### src/rtl/bmd_pkg.sv
package bmd_pkg;

  // Width select encoding carried on the wide input.
  typedef enum logic {
    BMD_NARROW = 1'b0,
    BMD_FULL   = 1'b1
  } bmd_width_e;

  // Keep-mask that clears the upper half of a word for the narrow width.
  function automatic logic [63:0] bmd_keep64(input logic wide_sel, input int xlen);
    logic [63:0] k;
    k = '0;
    for (int i = 0; i < 64; i++) begin
      if (i < xlen) begin
        k[i] = (wide_sel == BMD_FULL) ? 1'b1 : (i < xlen / 2);
      end
    end
    return k;
  endfunction

endpackage

### src/rtl/bmd_size.sv
module bmd_size #(
  parameter int LG = 6
) (
  input  logic          n_bit,
  input  logic [LG-1:0] s_field,
  output logic          found,
  output logic [LG-1:0] len,
  output logic [LG-1:0] levels
);
  logic [LG:0] cat;

  assign cat = {n_bit, ~s_field};

  // Scan upward so that the highest set bit wins.
  always_comb begin
    found = 1'b0;
    len   = '0;
    for (int i = 0; i <= LG; i++) begin
      if (cat[i]) begin
        found = 1'b1;
        len   = LG'(i);
      end
    end
  end

  always_comb begin
    levels = '0;
    for (int i = 0; i < LG; i++) begin
      levels[i] = found && (LG'(i) < len);
    end
  end

endmodule

### src/rtl/bmd_stage.sv
module bmd_stage #(
  parameter int XLEN = 64,
  parameter int K    = 0
) (
  input  logic [XLEN-1:0] t_in,
  input  logic [XLEN-1:0] w_in,
  input  logic            t_and,
  input  logic            t_or,
  input  logic            w_and,
  input  logic            w_or,
  output logic [XLEN-1:0] t_out,
  output logic [XLEN-1:0] w_out
);
  // Each 2^(K+1)-bit group: upper half gates the top mask down and lifts the
  // wraparound mask; lower half lifts the top mask and gates the wraparound mask.
  always_comb begin
    for (int i = 0; i < XLEN; i++) begin
      if (((i >> K) & 1) == 1) begin
        t_out[i] = t_in[i] & t_and;
        w_out[i] = w_in[i] | w_or;
      end else begin
        t_out[i] = t_in[i] | t_or;
        w_out[i] = w_in[i] & w_and;
      end
    end
  end

endmodule

### src/rtl/bitmask_expander.sv
module bitmask_expander #(
  parameter int XLEN = 64,
  parameter int LG   = $clog2(XLEN)
) (
  input  logic            clk,
  input  logic            rst,
  input  logic            imm_n,
  input  logic [LG-1:0]   imm_s,
  input  logic [LG-1:0]   imm_r,
  input  logic            wide,
  input  logic            logical_form,
  output logic [XLEN-1:0] wmask_q,
  output logic [XLEN-1:0] tmask_q,
  output logic            reserved_q
);
  import bmd_pkg::*;

  localparam int HALF = XLEN / 2;

  logic          found;
  logic [LG-1:0] len;
  logic [LG-1:0] levels;
  logic [LG-1:0] s_eff;
  logic [LG-1:0] r_eff;
  logic [LG:0]   diff;
  logic          borrow;
  logic          size_ok;
  logic          reserved_c;
  logic [LG-1:0] t_and_v, t_or_v, w_and_v, w_or_v;
  logic [XLEN-1:0] tch [0:LG];
  logic [XLEN-1:0] wch [0:LG];
  logic [XLEN-1:0] keep;
  logic [XLEN-1:0] wfinal, tfinal;

  bmd_size #(.LG(LG)) u_size (
    .n_bit  (imm_n),
    .s_field(imm_s),
    .found  (found),
    .len    (len),
    .levels (levels)
  );

  assign s_eff  = imm_s & levels;
  assign r_eff  = imm_r & levels;
  assign diff   = {1'b0, s_eff} - {1'b0, r_eff};
  assign borrow = diff[LG];

  assign size_ok    = found && (len != '0) &&
                      ((wide == BMD_FULL) || (len < LG'(LG)));
  assign reserved_c = !size_ok || (logical_form && (s_eff == levels));

  assign t_and_v = diff[LG-1:0] | ~levels;
  assign t_or_v  = diff[LG-1:0] & levels;
  assign w_and_v = imm_r | ~levels;
  assign w_or_v  = imm_r & levels;

  assign tch[0] = '1;
  assign wch[0] = '0;

  for (genvar k = 0; k < LG; k++) begin : g_stage
    bmd_stage #(.XLEN(XLEN), .K(k)) u_stage (
      .t_in (tch[k]),
      .w_in (wch[k]),
      .t_and(t_and_v[k]),
      .t_or (t_or_v[k]),
      .w_and(w_and_v[k]),
      .w_or (w_or_v[k]),
      .t_out(tch[k+1]),
      .w_out(wch[k+1])
    );
  end

  always_comb begin
    for (int i = 0; i < XLEN; i++) begin
      keep[i] = (wide == BMD_FULL) || (i < HALF);
    end
  end

  assign wfinal = (borrow ? (wch[LG] & tch[LG]) : (wch[LG] | tch[LG])) & keep;
  assign tfinal = tch[LG] & keep;

  always_ff @(posedge clk) begin
    if (rst) begin
      wmask_q    <= '0;
      tmask_q    <= '0;
      reserved_q <= 1'b0;
    end else begin
      wmask_q    <= wfinal;
      tmask_q    <= tfinal;
      reserved_q <= reserved_c;
    end
  end

  // no set bit in the size concatenation is always reserved
  a_r2_empty_size: assert property (@(posedge clk) disable iff (rst)
    (!imm_n && imm_s == '1) |=> reserved_q);

  // size bit at the narrow width exceeds the word
  a_r3_narrow_oversize: assert property (@(posedge clk) disable iff (rst)
    (!wide && imm_n) |=> reserved_q);

  // full-size all-ones run in logical form
  a_r4_logical_ones: assert property (@(posedge clk) disable iff (rst)
    (logical_form && imm_n && imm_s == '1) |=> reserved_q);

  // bitfield form with a legal size is never reserved
  a_r4_bitfield_legal: assert property (@(posedge clk) disable iff (rst)
    (!logical_form && size_ok) |=> !reserved_q);

  // a legal element always keeps its lowest top-mask bit
  a_r6_tmask_base: assert property (@(posedge clk) disable iff (rst)
    size_ok |=> tmask_q[0]);

  // narrow results leave the upper half clear
  a_r7_narrow_upper: assert property (@(posedge clk) disable iff (rst)
    !wide |=> (wmask_q[XLEN-1:HALF] == '0 && tmask_q[XLEN-1:HALF] == '0));

endmodule

### config.mk
export PLATFORM = sky130hd
export DESIGN_NAME = bitmask_expander
export DESIGN_NICKNAME = d
export VERILOG_FILES = /design/src/rtl/bmd_pkg.sv /design/src/rtl/bmd_size.sv /design/src/rtl/bmd_stage.sv /design/src/rtl/bitmask_expander.sv
export SDC_FILE = /design/constraint.sdc
export NUM_CORES = 1
export LEC_CHECK = 0
export BUFFER_PORTS_ARGS = -buffer_cell sky130_fd_sc_hd__buf_2
export CORE_MARGIN = 2
export CORE_UTILIZATION = 53
export DETAILED_ROUTE_END_ITERATION = 8
export HOLD_SLACK_MARGIN = 0.05
export PLACE_DENSITY = 0.8
export RECOVER_POWER = 50
export SYNTH_ARGS = -nofsm -noshare
export SYNTH_HDL_FRONTEND = slang
export SYNTH_SLANG_ARGS = --single-unit
### constraint.sdc
create_clock -name clk -period 4.5 [get_ports clk]
set_input_delay 0.9 -clock clk [delete_from_list [all_inputs] [get_ports clk]]
set_output_delay 0.9 -clock clk [all_outputs]
set_load 0.1 [all_outputs]
==> results.py <==
metrics = {
    "outcome": {
        "status": "finished, violations left",
        "violations": "max-capacitance violations, max-slew violations",
    },
    "yosys": {
        "async_flop_share_pct": 0,
        "syn_nets": 709,
        "avgSynthCellArea_um2": 8.554,
        "synth_edf_count": 0,
        "yosysSeqAreaShare_pct": 44.07,
        "synth_cells": 685,
        "ys_warn_count": 0,
        "syn-cell-area_mm2": 0.005859,
        "synth_ff_type": "dfxtp_1",
        "ys_ff_latch": 129,
        "synth.distinct_cells": 83,
    },
    "timing": {
        "hold_viol": 0,
        "slew_violations": 41,
        "setup_ws_ps": 449.3,
        "period_needed_ps": 4051,
        "finalSetupViolCount": 0,
        "max_slew_margin_pct": -33.85,
        "tns_ps": 0,
        "tightestPinTransition_ps": 2008,
        "fmax_ghz": 0.2469,
        "rsz0062_at_grt": "no",
        "fin_crit_sh_pct": 90.02,
    },
    "clock_network": {
        "cts_root_buffer": "clkbuf_8",
        "cts_buffers": 17,
        "clockBufferDepth": 2,
        "cts-resized-gates": 0,
        "cts_setup_buffers": 0,
        "cts_tree": "yes",
        "cts_sinks": 129,
        "cts_hold_buffers": 0,
        "clk_pin_slew_ps": 60,
        "cts_max_level": 4,
    },
    "final_layout": {
        "num_antenna_cells": 0,
        "fin_nets": 890,
        "finish.instance_area_mm2": 0.007458,
        "instances_no_fill": 1019,
        "drive_gt1_share_pct": 16.50,
        "finish.utilization_pct": 69.11,
        "area_delta_synth_final_pct": 27.29,
        "n_fill_cell": 925,
    },
    "global_route": {
        "antenna_found_initial": 1,
        "grt_max_degree": 41,
        "grt_use_met2_pct": 61.54,
        "grtUsageMet1_pct": 51.27,
        "busiest_layer": "met2",
        "grt_pass1_wl_mm": 35.51,
        "gr-total-overflow": 0,
        "grtUsageTotal_pct": 40.98,
        "grt_pass1_vias": 6146,
        "grt.met3_usage_pct": 12.13,
    },
    "placement": {
        "routabilityCongestion": 1.056,
        "dp_slack_ps": 162.9,
        "placed_cells": 987,
        "placedInstanceArea_mm2": 0.006998,
        "io_buffers": 145,
        "dpl.hpwl_mm": 17.62,
    },
    "floorplanning": {
        "rows": 38,
        "num_io_pins": 146,
        "die_h_um": 109.1,
        "die_area_mm2": 0.01191,
        "die_x_um": 109.1,
        "start_util_pct": 54.29,
        "coreArea_mm2": 0.01079,
    },
    "worst_hold_path": {
        "worstHoldPathCells": 3,
        "hold_class": "primary input to flip-flop",
    },
    "drt": {
        "ant_nets": 0,
        "drt_iter0_markers": 841,
        "routed_wl_mm": 24.38,
        "drc_errors": 0,
        "vias": 6481,
        "firstDrtPassIters": 7,
        "route.detailed.wl_per_inst_um": 23.93,
        "via_per_inst": 6.360,
    },
    "pwr": {
        "ir_drop_mv": 0.4418,
        "power.leakage_nw": 3.089,
        "power.density_mw_per_mm2": 690.6,
    },
    "setup_path": {
        "crit_path_end_kind": "flip-flop",
        "cp_data_arrival_time_ps": 4470,
        "crit_fanout": 40,
        "cp.required_ps": 4920,
        "crit_type": "primary input to flip-flop",
        "crit_path_start_kind": "primary input",
    },
    "run": {
        "drv_cap": 1,
    },
}
## per-layer routing
| metal | vias up | routed length (um) |
|---|---|---|
| met5 | - | 13 |
| met4 | 2 | 1636 |
| met3 | 127 | 3121 |
| met2 | 556 | 10700 |
| met1 | 3001 | 8904 |
| li1 | 2795 | - |
## cell families (layout without fill, tap and decap cells)
group,Yosys count,after routing,share of synthesized area [%]
flip-flops,129,129,44.07
buffers and inverters,52,246,4.185
XOR/XNOR,5,5,1.324
adder cells (fa/ha/maj),22,22,4.356
multiplexers,3,3,0.5552
AND/OR/NAND/NOR,243,243,18.83
AO/OA/AOI/OAI,231,231,26.67
## worst paths after layout
check                   startpoint                     end
worst max-delay path           rst  wmask_q[46]$_SDFF_PP0_
worst min-delay path  logical_form   reserved_q$_SDFF_PP0_
## power by group
| part | switching [W] | total (W) | internal (W) |
|---|---|---|---|
| logic | 0.00192 | 0.00233 | 0.000409 |
| clock network | 0.000558 | 0.00147 | 0.000910 |
| registers | 0.0000471 | 0.00135 | 0.00130 |
## placed cells by master, fill, tap and decap left out, types with 3 or more instances in the layout
cell type and count:
clkbuf_1 129, dfxtp_1 129, nor2_1 108, a21oi_1 73
nand2_1 69, o21ai_0 52, buf_4 50, buf_2 17
clkbuf_16 16, and2_1 14, a21o_1 14, inv_1 10
o22ai_1 9, nand2b_1 8, o21ai_1 8, maj3_2 8
maj3_1 7, o21a_1 7, o221ai_1 7, o31ai_1 7
inv_2 6, nand3_1 6, o211ai_1 6, nor3_1 6
ha_1 6, nor2b_1 5, o311ai_0 5, nor2_2 4
a21oi_2 4, inv_6 4, clkinv_4 4, bufinv_16 4
and3_1 3, or4_1 3, a311oi_1 3
## final cells by class
type                    count  area, um^2  share of cell area [%]
multi-input cells         504        3035                   40.70
clock inverters            14       202.7                   2.718
flip-flops and latches    129        2582                   34.63
repair buffers            197       980.9                   13.15
clock buffers              18       417.9                   5.603
inverters                  17       63.81                  0.8556
well taps                 140       175.2                   2.349
## cell usage after synthesis, types with 2 or more instances
| library cell | number | area, um^2 |
|---|---|---|
| a311oi_1 | 3 | 26.28 |
| o21ai_0 | 52 | 260.3 |
| o211ai_1 | 6 | 45.04 |
| nand2b_1 | 8 | 50.05 |
| o21a_1 | 7 | 52.55 |
| o311ai_0 | 5 | 43.79 |
| or4b_1 | 2 | 20.02 |
| ha_1 | 6 | 75.07 |
| nand2_2 | 2 | 12.51 |
| o21ai_1 | 8 | 40.04 |
| dfxtp_1 | 129 | 2582 |
| nand3b_1 | 2 | 15.01 |
| buf_2 | 10 | 50.05 |
| nand3_1 | 6 | 30.03 |
| buf_4 | 4 | 30.03 |
| inv_2 | 6 | 22.52 |
| a221oi_1 | 2 | 17.52 |
| mux2_2 | 2 | 22.52 |
| a211oi_1 | 2 | 15.01 |
| nor3_1 | 6 | 30.03 |
| o21ai_2 | 2 | 17.52 |
| nand2_1 | 69 | 259.0 |
| nor2_2 | 4 | 25.02 |
| o221ai_1 | 7 | 61.31 |
| a211o_1 | 2 | 17.52 |
| o211a_1 | 2 | 20.02 |
| maj3_2 | 8 | 90.09 |
| maj3_1 | 7 | 70.07 |
| a21oi_1 | 74 | 370.4 |
| xnor2_1 | 2 | 17.52 |
| a21o_1 | 14 | 105.1 |
| nor2_1 | 108 | 405.4 |
| or4_1 | 3 | 22.52 |
| a21oi_2 | 3 | 26.28 |
| and3_1 | 3 | 18.77 |
| o31ai_1 | 7 | 52.55 |
| inv_1 | 10 | 37.54 |
| o32ai_1 | 2 | 17.52 |
| nor2b_1 | 5 | 31.28 |
| and2_1 | 14 | 87.58 |
| o22ai_1 | 9 | 56.30 |
| clkbuf_1 | 17 | 63.81 |
| buf_6 | 3 | 33.78 |
| a31oi_1 | 2 | 12.51 |
| a41oi_1 | 2 | 17.52 |
## registers in the layout (all words and copies together), names as in the netlist
signal	cells
tmask_q	64
reserved_q	1
wmask_q	64
## through the flow
stage | power (W) | hold WS [ps]
2_1_floorplan | 0.003148 | 1033
3_3_place_gp | 0.003662 | 1231
3_5_place_dp | 0.003683 | 1231
4_1_cts | 0.005136 | 699.8
5_1_grt | 0.005275 | 699.0
6_report | 0.005150 | 699.6
## worst max-delay path, stage by stage
cell,delay (ps)
clkbuf_1,1410
clkinv_1,950
nand2_1,790
buf_4,320
nor2_1,70
No activity file was read; power rests on OpenSTA's default activity.
